File: src/rtl/eeprom_rd_pkg.sv
package eeprom_rd_pkg;

  localparam int ADDR_W = 11;
  localparam logic [7:0] SEL_BASE = 8'hA0;

  typedef enum logic [4:0] {
    ST_IDLE, ST_STA_A, ST_STA_B, ST_WR_PRE, ST_WR_LO, ST_WR_HI, ST_WR_END,
    ST_ACK_REL, ST_ACK_HI, ST_ACK_POLL, ST_ACK_LO, ST_RD_HI, ST_RD_LO,
    ST_MA_LO, ST_MA_HI, ST_MA_END, ST_MA_REL, ST_SP_A, ST_SP_B, ST_SP_C,
    ST_DONE
  } step_e;

  typedef enum logic [1:0] {TX_SELW, TX_ADDR, TX_SELR} txb_e;

  // hold length in units for a line transition
  function automatic logic [1:0] hold_units(logic scl_old, logic scl_new,
                                            logic sda_old, logic sda_new);
    if (!scl_old && scl_new) return 2'd2;
    if ((scl_old != scl_new) || (sda_old != sda_new)) return 2'd1;
    return 2'd0;
  endfunction

endpackage

File: src/rtl/eeprom_rd_timer.sv
module eeprom_rd_timer #(
  parameter int UNIT_CLKS = 100
) (
  input  logic       clk_i,
  input  logic       rst_ni,
  input  logic       load_i,
  input  logic [1:0] units_i,
  output logic       expired_o
);
  localparam int MAXC = 2 * UNIT_CLKS;
  localparam int CW   = $clog2(MAXC + 1);

  logic [CW-1:0] cnt_q;

  always_ff @(posedge clk_i or negedge rst_ni) begin
    if (!rst_ni) cnt_q <= '0;
    else if (load_i) begin
      case (units_i)
        2'd2:    cnt_q <= CW'(MAXC);
        2'd1:    cnt_q <= CW'(UNIT_CLKS);
        default: cnt_q <= '0;
      endcase
    end else if (cnt_q != '0) cnt_q <= cnt_q - 1'b1;
  end

  assign expired_o = (cnt_q == '0) && !load_i;

  assert_cnt_bound_R7: assert property (@(posedge clk_i) disable iff (!rst_ni)
    cnt_q <= CW'(MAXC));

endmodule

File: src/rtl/eeprom_rd_ackpoll.sv
module eeprom_rd_ackpoll #(
  parameter int POLLS = 1000
) (
  input  logic clk_i,
  input  logic rst_ni,
  input  logic clr_i,
  input  logic en_i,
  output logic last_o
);
  localparam int CW = $clog2(POLLS + 1);

  logic [CW-1:0] cnt_q;

  always_ff @(posedge clk_i or negedge rst_ni) begin
    if (!rst_ni) cnt_q <= '0;
    else if (clr_i) cnt_q <= '0;
    else if (en_i && !last_o) cnt_q <= cnt_q + 1'b1;
  end

  assign last_o = (cnt_q == CW'(POLLS - 1));

  assert_poll_bound_R5: assert property (@(posedge clk_i) disable iff (!rst_ni)
    cnt_q <= CW'(POLLS - 1));

endmodule

File: src/rtl/eeprom_rd_shift.sv
module eeprom_rd_shift #(
  parameter int W = 8
) (
  input  logic         clk_i,
  input  logic         rst_ni,
  input  logic         load_i,
  input  logic [W-1:0] val_i,
  input  logic         shift_i,
  input  logic         bit_i,
  output logic [W-1:0] q_o
);
  always_ff @(posedge clk_i or negedge rst_ni) begin
    if (!rst_ni) q_o <= '0;
    else if (load_i) q_o <= val_i;
    else if (shift_i) q_o <= {q_o[W-2:0], bit_i};
  end
endmodule

File: src/rtl/eeprom_rd_master.sv
module eeprom_rd_master
  import eeprom_rd_pkg::*;
#(
  parameter int UNIT_CLKS = 100,   // 1 us at 100 MHz
  parameter int ACK_POLLS = 1000,
  parameter int LEN_W     = 12
) (
  input  logic              clk_i,
  input  logic              rst_ni,
  input  logic              start_i,
  input  logic [ADDR_W-1:0] addr_i,
  input  logic [LEN_W-1:0]  len_i,
  input  logic              sda_i,
  output logic              scl_oe_o,
  output logic              sda_oe_o,
  output logic              busy_o,
  output logic [7:0]        data_o,
  output logic              data_valid_o,
  output logic              done_o,
  output logic              err_o,
  output logic [LEN_W-1:0]  count_o
);
  localparam int HW = $clog2(2 * UNIT_CLKS + 4);

  step_e             st_q;
  txb_e              txb_q;
  logic              apply_q, sda_q, scl_q, nack_q;
  logic [2:0]        bit_q;
  logic [LEN_W-1:0]  remain_q, count_q;
  logic              err_q, done_q, valid_q;
  logic [7:0]        data_q;
  logic [ADDR_W-1:0] addr_q;

  logic       sda_t, scl_t, expired, advance, poll_last;
  logic [1:0] units;
  logic [7:0] sh_q, sh_val;
  logic       sh_load, sh_shift;

  // target line levels per step (1 = released)
  always_comb begin
    sda_t = sda_q;
    scl_t = scl_q;
    unique case (st_q)
      ST_STA_A:   begin sda_t = 1'b1;     scl_t = 1'b1; end
      ST_STA_B:   begin sda_t = 1'b0;     scl_t = 1'b1; end
      ST_WR_PRE:  begin sda_t = 1'b0;     scl_t = 1'b0; end
      ST_WR_LO:   begin sda_t = sh_q[7];  scl_t = 1'b0; end
      ST_WR_HI:   begin sda_t = sh_q[7];  scl_t = 1'b1; end
      ST_WR_END:  begin                   scl_t = 1'b0; end
      ST_ACK_REL: begin sda_t = 1'b1;     scl_t = 1'b0; end
      ST_ACK_HI:  begin sda_t = 1'b1;     scl_t = 1'b1; end
      ST_ACK_LO:  begin sda_t = 1'b1;     scl_t = 1'b0; end
      ST_RD_HI:   begin sda_t = 1'b1;     scl_t = 1'b1; end
      ST_RD_LO:   begin sda_t = 1'b1;     scl_t = 1'b0; end
      ST_MA_LO:   begin sda_t = 1'b0;     scl_t = 1'b0; end
      ST_MA_HI:   begin sda_t = 1'b0;     scl_t = 1'b1; end
      ST_MA_END:  begin sda_t = 1'b0;     scl_t = 1'b0; end
      ST_MA_REL:  begin sda_t = 1'b1;     scl_t = 1'b0; end
      ST_SP_A:    begin sda_t = 1'b0;     scl_t = 1'b0; end
      ST_SP_B:    begin sda_t = 1'b0;     scl_t = 1'b1; end
      ST_SP_C:    begin sda_t = 1'b1;     scl_t = 1'b1; end
      default:    ;
    endcase
  end

  assign units = hold_units(scl_q, scl_t, sda_q, sda_t);

  eeprom_rd_timer #(.UNIT_CLKS(UNIT_CLKS)) u_timer (
    .clk_i, .rst_ni, .load_i(apply_q), .units_i(units), .expired_o(expired)
  );

  assign advance = !apply_q && expired;

  eeprom_rd_ackpoll #(.POLLS(ACK_POLLS)) u_poll (
    .clk_i, .rst_ni,
    .clr_i(advance && st_q == ST_ACK_HI),
    .en_i(!apply_q && st_q == ST_ACK_POLL),
    .last_o(poll_last)
  );

  always_comb begin
    unique case (txb_q)
      TX_SELW: sh_val = SEL_BASE | {4'b0, addr_q[10:8], 1'b0};
      TX_ADDR: sh_val = addr_q[7:0];
      default: sh_val = SEL_BASE | {4'b0, addr_q[10:8], 1'b1};
    endcase
  end

  assign sh_load  = advance && st_q == ST_WR_PRE;
  assign sh_shift = advance && ((st_q == ST_WR_HI && bit_q != 3'd7) || st_q == ST_RD_HI);

  eeprom_rd_shift #(.W(8)) u_shift (
    .clk_i, .rst_ni, .load_i(sh_load), .val_i(sh_val),
    .shift_i(sh_shift), .bit_i(sda_i), .q_o(sh_q)
  );

  always_ff @(posedge clk_i or negedge rst_ni) begin
    if (!rst_ni) begin
      st_q <= ST_IDLE;  apply_q <= 1'b0;  sda_q <= 1'b1;  scl_q <= 1'b1;
      txb_q <= TX_SELW; bit_q <= '0;      remain_q <= '0; count_q <= '0;
      err_q <= 1'b0;    done_q <= 1'b0;   valid_q <= 1'b0; nack_q <= 1'b0;
      data_q <= '0;     addr_q <= '0;
    end else begin
      done_q  <= 1'b0;
      valid_q <= 1'b0;
      if (apply_q) begin
        sda_q   <= sda_t;
        scl_q   <= scl_t;
        apply_q <= 1'b0;
      end else if (expired) begin
        unique case (st_q)
          ST_IDLE: if (start_i) begin
            addr_q   <= addr_i;
            remain_q <= len_i;
            count_q  <= '0;
            err_q    <= 1'b0;
            txb_q    <= TX_SELW;
            st_q     <= (len_i == '0) ? ST_DONE : ST_STA_A;
            apply_q  <= 1'b1;
          end
          ST_STA_A:   begin st_q <= ST_STA_B;   apply_q <= 1'b1; end
          ST_STA_B:   begin st_q <= ST_WR_PRE;  apply_q <= 1'b1; end
          ST_WR_PRE:  begin st_q <= ST_WR_LO;   bit_q <= '0; apply_q <= 1'b1; end
          ST_WR_LO:   begin st_q <= ST_WR_HI;   apply_q <= 1'b1; end
          ST_WR_HI: begin
            if (bit_q == 3'd7) st_q <= ST_WR_END;
            else begin bit_q <= bit_q + 1'b1; st_q <= ST_WR_LO; end
            apply_q <= 1'b1;
          end
          ST_WR_END:  begin st_q <= ST_ACK_REL; apply_q <= 1'b1; end
          ST_ACK_REL: begin st_q <= ST_ACK_HI;  apply_q <= 1'b1; end
          ST_ACK_HI:  st_q <= ST_ACK_POLL;
          ST_ACK_POLL: begin
            if (!sda_i) begin
              nack_q <= 1'b0; st_q <= ST_ACK_LO; apply_q <= 1'b1;
            end else if (poll_last) begin
              nack_q <= 1'b1; st_q <= ST_ACK_LO; apply_q <= 1'b1;
            end
          end
          ST_ACK_LO: begin
            apply_q <= 1'b1;
            if (nack_q) begin
              err_q <= 1'b1;
              st_q  <= ST_SP_A;
            end else begin
              unique case (txb_q)
                TX_SELW: begin txb_q <= TX_ADDR; st_q <= ST_WR_PRE; end
                TX_ADDR: begin txb_q <= TX_SELR; st_q <= ST_STA_A;  end
                default: begin bit_q <= '0;      st_q <= ST_RD_HI;  end
              endcase
            end
          end
          ST_RD_HI: begin
            if (bit_q == 3'd7) begin
              data_q   <= {sh_q[6:0], sda_i};
              valid_q  <= 1'b1;
              count_q  <= count_q + 1'b1;
              remain_q <= remain_q - 1'b1;
            end
            st_q    <= ST_RD_LO;
            apply_q <= 1'b1;
          end
          ST_RD_LO: begin
            if (bit_q == 3'd7) begin
              bit_q <= '0;
              st_q  <= (remain_q == '0) ? ST_SP_A : ST_MA_LO;
            end else begin
              bit_q <= bit_q + 1'b1;
              st_q  <= ST_RD_HI;
            end
            apply_q <= 1'b1;
          end
          ST_MA_LO:  begin st_q <= ST_MA_HI;  apply_q <= 1'b1; end
          ST_MA_HI:  begin st_q <= ST_MA_END; apply_q <= 1'b1; end
          ST_MA_END: begin st_q <= ST_MA_REL; apply_q <= 1'b1; end
          ST_MA_REL: begin st_q <= ST_RD_HI;  apply_q <= 1'b1; end
          ST_SP_A:   begin st_q <= ST_SP_B;   apply_q <= 1'b1; end
          ST_SP_B:   begin st_q <= ST_SP_C;   apply_q <= 1'b1; end
          ST_SP_C:   begin st_q <= ST_DONE;   apply_q <= 1'b1; end
          ST_DONE:   begin done_q <= 1'b1;    st_q <= ST_IDLE; end
          default:   st_q <= ST_IDLE;
        endcase
      end
    end
  end

  assign scl_oe_o     = !scl_q;
  assign sda_oe_o     = !sda_q;
  assign busy_o       = (st_q != ST_IDLE);
  assign data_o       = data_q;
  assign data_valid_o = valid_q;
  assign done_o       = done_q;
  assign err_o        = err_q;
  assign count_o      = count_q;

  // hold-time tracking for line changes
  logic          chg;
  logic [HW-1:0] hold_q, need_q;

  assign chg = apply_q && ((sda_t != sda_q) || (scl_t != scl_q));

  always_ff @(posedge clk_i or negedge rst_ni) begin
    if (!rst_ni) begin
      hold_q <= '1;
      need_q <= '0;
    end else if (chg) begin
      hold_q <= '0;
      need_q <= (!scl_q && scl_t) ? HW'(2 * UNIT_CLKS) : HW'(UNIT_CLKS);
    end else if (hold_q != '1) begin
      hold_q <= hold_q + 1'b1;
    end
  end

  assert_hold_time_R7: assert property (@(posedge clk_i) disable iff (!rst_ni)
    chg |-> hold_q >= need_q);

  assert_sda_only_clock_low_R4: assert property (@(posedge clk_i) disable iff (!rst_ni)
    (scl_q && $past(scl_q) && (sda_q != $past(sda_q))) |->
      ($past(st_q) == ST_STA_B || $past(st_q) == ST_SP_C));

  assert_valid_in_busy_R8: assert property (@(posedge clk_i) disable iff (!rst_ni)
    data_valid_o |-> busy_o);

  assert_done_pulse_R9: assert property (@(posedge clk_i) disable iff (!rst_ni)
    done_o |=> !done_o);

  assert_err_no_bytes_R5: assert property (@(posedge clk_i) disable iff (!rst_ni)
    (done_o && err_o) |-> (count_o == '0));

  assert_idle_released_R12: assert property (@(posedge clk_i) disable iff (!rst_ni)
    !busy_o |-> (!scl_oe_o && !sda_oe_o));

endmodule

File: config.mk
export PLATFORM = sky130hd
export DESIGN_NAME = eeprom_rd_master
export DESIGN_NICKNAME = d
export VERILOG_FILES = /design/src/rtl/eeprom_rd_pkg.sv /design/src/rtl/eeprom_rd_timer.sv /design/src/rtl/eeprom_rd_ackpoll.sv /design/src/rtl/eeprom_rd_shift.sv /design/src/rtl/eeprom_rd_master.sv
export SDC_FILE = /design/constraint.sdc
export NUM_CORES = 1
export LEC_CHECK = 0
export ABC_AREA = 1
export BUFFER_PORTS_ARGS = -buffer_cell sky130_fd_sc_hd__buf_4
export CORE_MARGIN = 5
export CORE_UTILIZATION = 30
export CTS_CLUSTER_SIZE = 20
export DETAILED_ROUTE_END_ITERATION = 16
export PLACE_DENSITY_LB_ADDON = 0.05
export SYNTH_ARGS = -nofsm -noshare
export SYNTH_HDL_FRONTEND = slang
export SYNTH_SLANG_ARGS = --single-unit
File: constraint.sdc
create_clock -name clk_i -period 2.5 [get_ports clk_i]
set_input_delay 0.5 -clock clk_i [delete_from_list [all_inputs] [get_ports clk_i]]
set_output_delay 0.5 -clock clk_i [all_outputs]
set_load 0.005 [all_outputs]
==> implementation parameters, run 1 <==
Parameter                              Value

Status
  Status    finished, final reports clean

Layout
  Final Core Density    36.82%
  Sequential cell area    2155 sq um
  Final antenna diode count    0
  Fraction of layout cells with a size suffix above 1    20.06%
  Net count of the finished layout    742
  Filler cell count in the final layout    1773
  Area of the multi-input gates    2541 sq um
  Syn-to-layout area delta    19.93%
  Finished Layout Cells    933

Global route
  Wire length of the first global-routing pass    23790 microns
  Pin count of the biggest net entering global routing    40
  Overall overflow remaining after global route    0
  Number of global-route vias before repair    4512
  Initial antenna violation count    0
  GRT Total Usage    15.05%

Synthesis
  EDFF count, synth    0
  Synthesized netlist cell count    647
  Netlist cell types    53
  Number of warnings printed during yosys synthesis    0
  Asr flop ratio synth    100.0%
  Biggest area contributors in the synthesized netlist    dfrtp_1 (41%), nand2_1 (9.9%), inv_1 (5.1%)
  Seq/Total Area, Yosys    42.16%
  Library cell with the highest instance count after synthesis    nand2_1
  Syn nets    681
  Number of flip-flops and latches in the synthesized netlist    86
  Post-Synthesis Mean Instance Area    7.898 sq um
  Post-synthesis instance area    5110 sq um
  Share of the synthesized area in the top cell type    41.14%
  Most numerous cell types in the synthesized netlist    nand2_1 (135), dfrtp_1 (84), inv_1 (70)
  Synth area leader    dfrtp_1
  Most used flip-flop cell after synthesis    dfrtp_1

CTS
  Inserted Clock Buffers    9
  Sinks on Clock Net    86
  Number of buffers inserted by hold repair at cts    0
  Largest buffer count on any clock path    2
  CTS tree    built
  Clock input transition at the sequential cells of the worst setup and hold paths    0.07 ns
  H-tree lvl count    3
  Insertion delay of the later-clocked pin in the worst-skew pair    0.35 ns
  Library cell used as clock root buffer    clkbuf_16
  Number of buffers inserted by post-CTS setup repair    0
  PostCTS Resize Cnt    0

STA
  Max frequency    0.4671 GHz
  Least setup slack across all paths after layout    0.3593 ns
  Final-layout setup total negative slack    0 ns
  Number of setup violations in the final report    0
  Pins over their slew limit    0
  Period Utilization, post-route    85.63%
  Worst relative slew slack    61.42%
  Setup skew after layout    0.008704 ns
  Post-layout minimum cycle time    2.141 ns
  Number of failing hold endpoints at the final stage    0
  Setup repair after global routing missed its margin    no
  Worst Max-Slew Pin Slew    0.5742 ns

Worst setup path
  Critical path endpoint category    register
  Worst setup path startpoint    u_timer.cnt_q[0]$_DFFE_PN0P_
  Arrival @ worst endpoint    2.37 ns
  Category of the worst setup path launch point    register
  CP Max Fanout    11
  Crit-path slowest cell    dfrtp_1
  Number of cells on the worst reg-to-reg path    8
  CP max stage delay    0.39 ns
  Crit-path cells    inv_1 -> ha_1 -> nand3_1 -> nor2_2 -> nand3_4 -> inv_2 -> nand2_2 -> mux2_1
  Worst flop-to-flop path endpoint    addr_q[2]$_DFFE_PN0P_
  Path type of the worst setup path    register to register
  Endpoint required time on the critical path    2.73 ns
  Reg-to-reg startpoint    u_timer.cnt_q[0]$_DFFE_PN0P_
  Register-to-register setup slack    0.36 ns
  Destination of the critical timing path    addr_q[2]$_DFFE_PN0P_

Pwr
  Part of the total power dissipated in sequential elements    45.0%
  Internal power    2.418 mW
  Switching Fraction    21.79%
  Power consumption    3.092 mW
  Max rail drop VDD    368.0 uV
  Power share of the combinational group    2.6%
  Pwr/cell area    504.5 nW/um^2
  Leakage component of the power    2.919 nW
  Clock share of power    52.3%
  Switching Power    673.7 uW

Die
  Effective utilization at floorplan    30.70%
  Floorplan die height    140.5 microns
  Core region area    16640 sq um
  Die Span X    140.5 microns
  Count of pins on the block boundary    53
  Number of rows in the core area    47
  DIE AREA    19740 sq um

Drt
  Antenna-violating nets left    0
  Total DRC errors in the routed layout    0
  Iteration-0 DRC count of the detailed router    238
  Post-DR wirelength/cell    15.29 microns
  Total iterations of the first detailed-routing run    5
  Via total after detailed routing    4547
  Number of vias per cell after detailed routing    4.874
  Wire length reported by the detailed router    14260 microns

Placement
  Number of cells after detailed placement    917
  Hpwl dp    10870 microns
  Port bufs    52
  Pre-CTS worst setup slack    0.3668 ns
  Last weighted congestion value of the routability-driven placer    0.8654

Flow run
  Max-capacitance violation count    0

Worst hold path
  Worst min-delay path category    input port to async pin
-- cell usage in the layout, fill, tap and decap left out, types with 4 or more instances in the layout --
cell type  netlist  routed
a211oi_1         5       5
a21oi_1         22      22
a31oi_1          4       4
buf_4            3      60
clkbuf_16        0       9
dfrtp_1         84      84
ha_1             7       7
inv_1           70      70
inv_2           15      15
mux2_1           6       6
mux2_2           5       5
nand2_1        135     135
nand2_2         11      11
nand3_1         43      43
nand4_1         12      12
nor2_1          60      60
nor2_2           8       8
nor2_4           6       6
nor3_1          17      17
nor4_1           5       5
o211ai_1         6       6
o21ai_0         39      39
o21ai_1         20      20
o22ai_1          5       5
o31ai_1          5       5
xor2_1          11      11
-- routing by layer --
layer,vias up,share of wire [%],GRT usage [%]
met2,111,46,23.77
met3,26,4.1,2.965
met4,0,2.7,5.303
met5,-,0,0
met1,2130,47,20.55
li1,2280,-,-
-- worst max-delay path: cells and delay by family, from the launching register on --
family,cells,cell delay (ns)
AND/OR/NAND/NOR,4,0.73
adder cells (fa/ha/maj),1,0.21
flip-flops,1,0.39
buffers and inverters,2,0.31
multiplexers,1,0.37
-- cell families (layout without fill, tap and decap cells) --
kind of cell	after synthesis	after routing	share of synthesized area, %
buf+inv	100	166	8.104
compound gates	120	120	14.32
flops	86	86	42.16
simple gates	311	311	29.21
fa+ha+maj	7	7	1.714
xor+xnor	12	12	2.057
mux	11	11	2.424
-- power by group through the flow --
stage          Combinational [mW]  Clock [mW]  Sequential, mW
3_3_place_gp               0.0860           0            1.42
4_1_cts                    0.0862        1.67            1.39
6_report                   0.0819        1.62            1.39
3_5_place_dp               0.0861           0            1.42
5_1_grt                    0.0954        1.72            1.39
2_1_floorplan             0.00923           0            1.42
-- layout make-up --
cell class	count	area share (%)
multi-input combinational	461	41.47
sequential	86	35.16
timing repair buffer	61	7.677
inverter	89	5.472
tap	220	4.492
clock buffer	9	3.675
clock inverter	7	2.062
-- registers in the layout, summed over array words and instances, names as in the netlist --
| signal | count |
|---|---|
| data_valid_o | 1 |
| remain_q | 12 |
| scl_q | 1 |
| st_q | 5 |
| addr_q | 11 |
| apply_q | 1 |
| err_o | 1 |
| done_o | 1 |
| u_shift.q_o | 8 |
| data_o | 8 |
| txb_q | 2 |
| bit_q | 3 |
| u_poll.cnt_q | 10 |
| u_timer.cnt_q | 8 |
| count_o | 12 |
| nack_q | 1 |
| sda_q | 1 |
-- metrics by stage --
stage / cell area, sq um / hold WS, ns
2_1_floorplan: 5110 / 0.2044
3_3_place_gp: 5777 / 0.4811
3_5_place_dp: 5777 / 0.4833
4_1_cts: 6128 / 0.1439
5_1_grt: 6128 / 0.1641
6_report: 6128 / 0.1247
-- how the worst min path moves through the flow --
stage | from | endpoint | slack (ns)
6_report | rst_ni | count_o[1]$_DFFE_PN0P_ | 0.12
5_1_grt | rst_ni | count_o[1]$_DFFE_PN0P_ | 0.16
4_1_cts | rst_ni | count_o[1]$_DFFE_PN0P_ | 0.14
3_5_place_dp | addr_q[8]$_DFFE_PN0P_ | addr_q[8]$_DFFE_PN0P_ | 0.48
3_3_place_gp | data_o[2]$_DFFE_PN0P_ | data_o[2]$_DFFE_PN0P_ | 0.48
2_1_floorplan | rst_ni | addr_q[0]$_DFFE_PN0P_ | 0.20
(Power assumes the default switching activity.)
==> run 2, diff against run 1 <==
- CORE_UTILIZATION: 30 -> 59
==> run 2 against run 1 <==
  * Setup slack worse by 0.018 ns
  * Cell count is 12% lower
  * Flip-flop and latch count unchanged
  * Sequential power barely moved
  * Via count up 3.5%
  * Count of clock-buffer cells in the layout rose by 1
  * Power decreased by 22%
  * Critical path depth is 2 higher
  * First-iteration DRC count rose by 22%
  * Utilization rose by 31 points
==> implementation parameters, run 2 (synthesis gave the netlist of run 1 again) <==
Parameter                              Value

CTS
  Number of buffers inserted by post-CTS setup repair    0 (unchanged)
  CTS tree    built (unchanged)
  PostCTS Resize Cnt    0 (unchanged)
  Sinks on Clock Net    86 (unchanged)
  Inserted Clock Buffers    9 (unchanged)
  Largest buffer count on any clock path    2 (unchanged)
  H-tree lvl count    3 (unchanged)
  Clock input transition at the sequential cells of the worst setup and hold paths    0.10 ns (was 0.07 ns)
  Number of buffers inserted by hold repair at cts    0 (unchanged)
  Library cell used as clock root buffer    clkbuf_8 (was clkbuf_16)
  Insertion delay of the later-clocked pin in the worst-skew pair    0.37 ns (was 0.35 ns)

STA
  Max frequency    0.4632 GHz (was 0.4671 GHz)
  Setup skew after layout    0.01499 ns (was 0.008704 ns)
  Post-layout minimum cycle time    2.159 ns (was 2.141 ns)
  Number of failing hold endpoints at the final stage    0 (unchanged)
  Setup repair after global routing missed its margin    no (unchanged)
  Final-layout setup total negative slack    0 ns (unchanged)
  Worst relative slew slack    59.51% (was 61.42%)
  Least setup slack across all paths after layout    0.3409 ns (was 0.3593 ns)
  Pins over their slew limit    0 (unchanged)
  Period Utilization, post-route    86.37% (was 85.63%)
  Worst Max-Slew Pin Slew    0.6073 ns (was 0.5742 ns)
  Number of setup violations in the final report    0 (unchanged)

Pwr
  Leakage component of the power    2.839 nW (was 2.919 nW)
  Pwr/cell area    415.5 nW/um^2 (was 504.5 nW/um^2)
  Power consumption    2.416 mW (was 3.092 mW)
  Max rail drop VDD    382.8 uV (was 368.0 uV)

Layout
  Most common library cell in the layout ignoring fill and taps    nand2_1 (unchanged)
  Net count of the finished layout    740 (was 742)
  Syn-to-layout area delta    13.81% (was 19.93%)
  Final antenna diode count    0 (unchanged)
  Filler cell count in the final layout    711 (was 1773)
  Most frequent cells in the layout    nand2_1 (135), dfrtp_1 (84), inv_1 (70) (unchanged)
  Fraction of layout cells with a size suffix above 1    19.83% (was 20.06%)

Drt
  Post-DR wirelength/cell    15.74 microns (was 15.29 microns)
  Total iterations of the first detailed-routing run    5 (unchanged)
  Total DRC errors in the routed layout    0 (unchanged)
  Number of vias per cell after detailed routing    5.748 (was 4.874)
  Iteration-0 DRC count of the detailed router    290 (was 238)
  Antenna-violating nets left    0 (unchanged)
  Via total after detailed routing    4708 (was 4547)
  Wire length reported by the detailed router    12890 microns (was 14260 microns)

Worst setup path
  Endpoint required time on the critical path    2.74 ns (was 2.73 ns)
  Category of the worst setup path launch point    register (unchanged)
  Largest delay contributor family on the critical path    simple AND/OR/NAND/NOR gates (unchanged)
  Path type of the worst setup path    register to register (unchanged)
  CP max stage delay    0.41 ns (was 0.39 ns)
  Critical path endpoint category    register (unchanged)
  Crit-path slowest cell    dfrtp_1 (unchanged)
  CP Max Fanout    8 (was 11)
  Crit-path cells    inv_1 -> ha_1 -> nand3_1 -> nor2_2 -> nand3_1 -> nor2_2 -> buf_4 -> nand2_1 -> o211ai_1 -> o21ai_0 (was inv_1 -> ha_1 -> nand3_1 -> nor2_2 -> nand3_4 -> inv_2 -> nand2_2 -> mux2_1)
  Arrival @ worst endpoint    2.40 ns (was 2.37 ns)
  Buffer and inverter count on the worst path    2 (unchanged)

Flow run
  Max-capacitance violation count    0 (unchanged)

Die
  Count of pins on the block boundary    53 (unchanged)
  Die Span X    103.1 microns (was 140.5 microns)
  Core region area    8593 sq um (was 16640 sq um)
  DIE AREA    10620 sq um (was 19740 sq um)
  Effective utilization at floorplan    59.46% (was 30.70%)
  Floorplan die height    103.1 microns (was 140.5 microns)
  Number of rows in the core area    34 (was 47)

Placement
  Hpwl dp    9897 microns (was 10870 microns)
  Pre-CTS worst setup slack    0.3773 ns (was 0.3668 ns)
  Port bufs    52 (unchanged)
  Last weighted congestion value of the routability-driven placer    0.9174 (was 0.8654)

Global route
  Pin count of the biggest net entering global routing    46 (was 40)
  Wire length of the first global-routing pass    22020 microns (was 23790 microns)
  Number of global-route vias before repair    4610 (was 4512)
  GRT Total Usage    26.32% (was 15.05%)
  Initial antenna violation count    0 (unchanged)
  Overall overflow remaining after global route    0 (unchanged)

Worst hold path
  Worst min-delay path category    input port to async pin (unchanged)

Status
  Status    finished, final reports clean (unchanged)
[run 2: cell count changes in the layout (fill, tap and decap cells not counted)]
cell / previous run / this run
clkinv_4: 0 / 1
clkbuf_16: 9 / 0
buf_4: 60 / 57
clkbuf_8: 0 / 10
buf_12: 1 / 2
clkinv_2: 1 / 3
bufinv_16: 3 / 0
inv_8: 1 / 0
[run 2: routing by layer]
layer / up-vias / global-route usage (%) / wire (microns)
met1: 2219 / 36.48 / 5756
met2: 183 / 42.77 / 6014
met5: - / 0 / 0
met3: 28 / 3.518 / 818
met4: 0 / 8.765 / 299
li1: 2278 / - / -
[run 2: layout make-up]
class,instances,area [sq um],area share [%]
multi-input combinational,461,2541,43.70
sequential,86,2155,37.05
timing repair buffer,59,467.9,8.046
inverter,89,335.3,5.766
clock buffer,10,137.6,2.367
tap,108,135.1,2.324
clock inverter,6,43.79,0.7530
[run 2: through the flow]
step	cells	cell area [sq um]	utilization, %	hold WS [ns]
2_1_floorplan	647	5110	-	0.2044
3_5_place_dp	803	5634	65.56	0.4841
3_3_place_gp	803	5634	65.56	0.4790
4_1_cts	819	5816	67.68	0.1551
5_1_grt	819	5816	67.68	0.1748
6_report	819	5816	67.68	0.1292
[run 2: power breakdown]
part,internal (mW),switching [mW]
Clock,0.394,0.549
Combinational,0.0369,0.0447
Sequential,1.39,0.000632
Total,1.82,0.594
[run 2: final timing paths]
| path | from | endpoint | slack (ns) | cells past startpoint |
|---|---|---|---|---|
| setup reg to reg | u_timer.cnt_q[0]$_DFFE_PN0P_ | u_shift.q_o[0]$_DFFE_PN0P_ | 0.34 | 10 |
| hold / removal | rst_ni | count_o[8]$_DFFE_PN0P_ | 0.13 | 1 |
| max in group asynchronous | rst_ni | data_o[1]$_DFFE_PN0P_ | 1.79 | 2 |
| setup / recovery | u_timer.cnt_q[0]$_DFFE_PN0P_ | u_shift.q_o[0]$_DFFE_PN0P_ | 0.34 | 10 |
| min in group clk_i | addr_i[4] | addr_q[4]$_DFFE_PN0P_ | 0.35 | 2 |
| hold reg to reg | data_o[4]$_DFFE_PN0P_ | data_o[4]$_DFFE_PN0P_ | 0.50 | 2 |
[run 2: worst register-to-register path: stages, from the launching register on]
cell,delay (ns)
dfrtp_1,0.41
inv_1,0.08
ha_1,0.21
nand3_1,0.14
nor2_2,0.19
nand3_1,0.23
nor2_2,0.30
buf_4,0.21
nand2_1,0.06
o211ai_1,0.09
o21ai_0,0.10
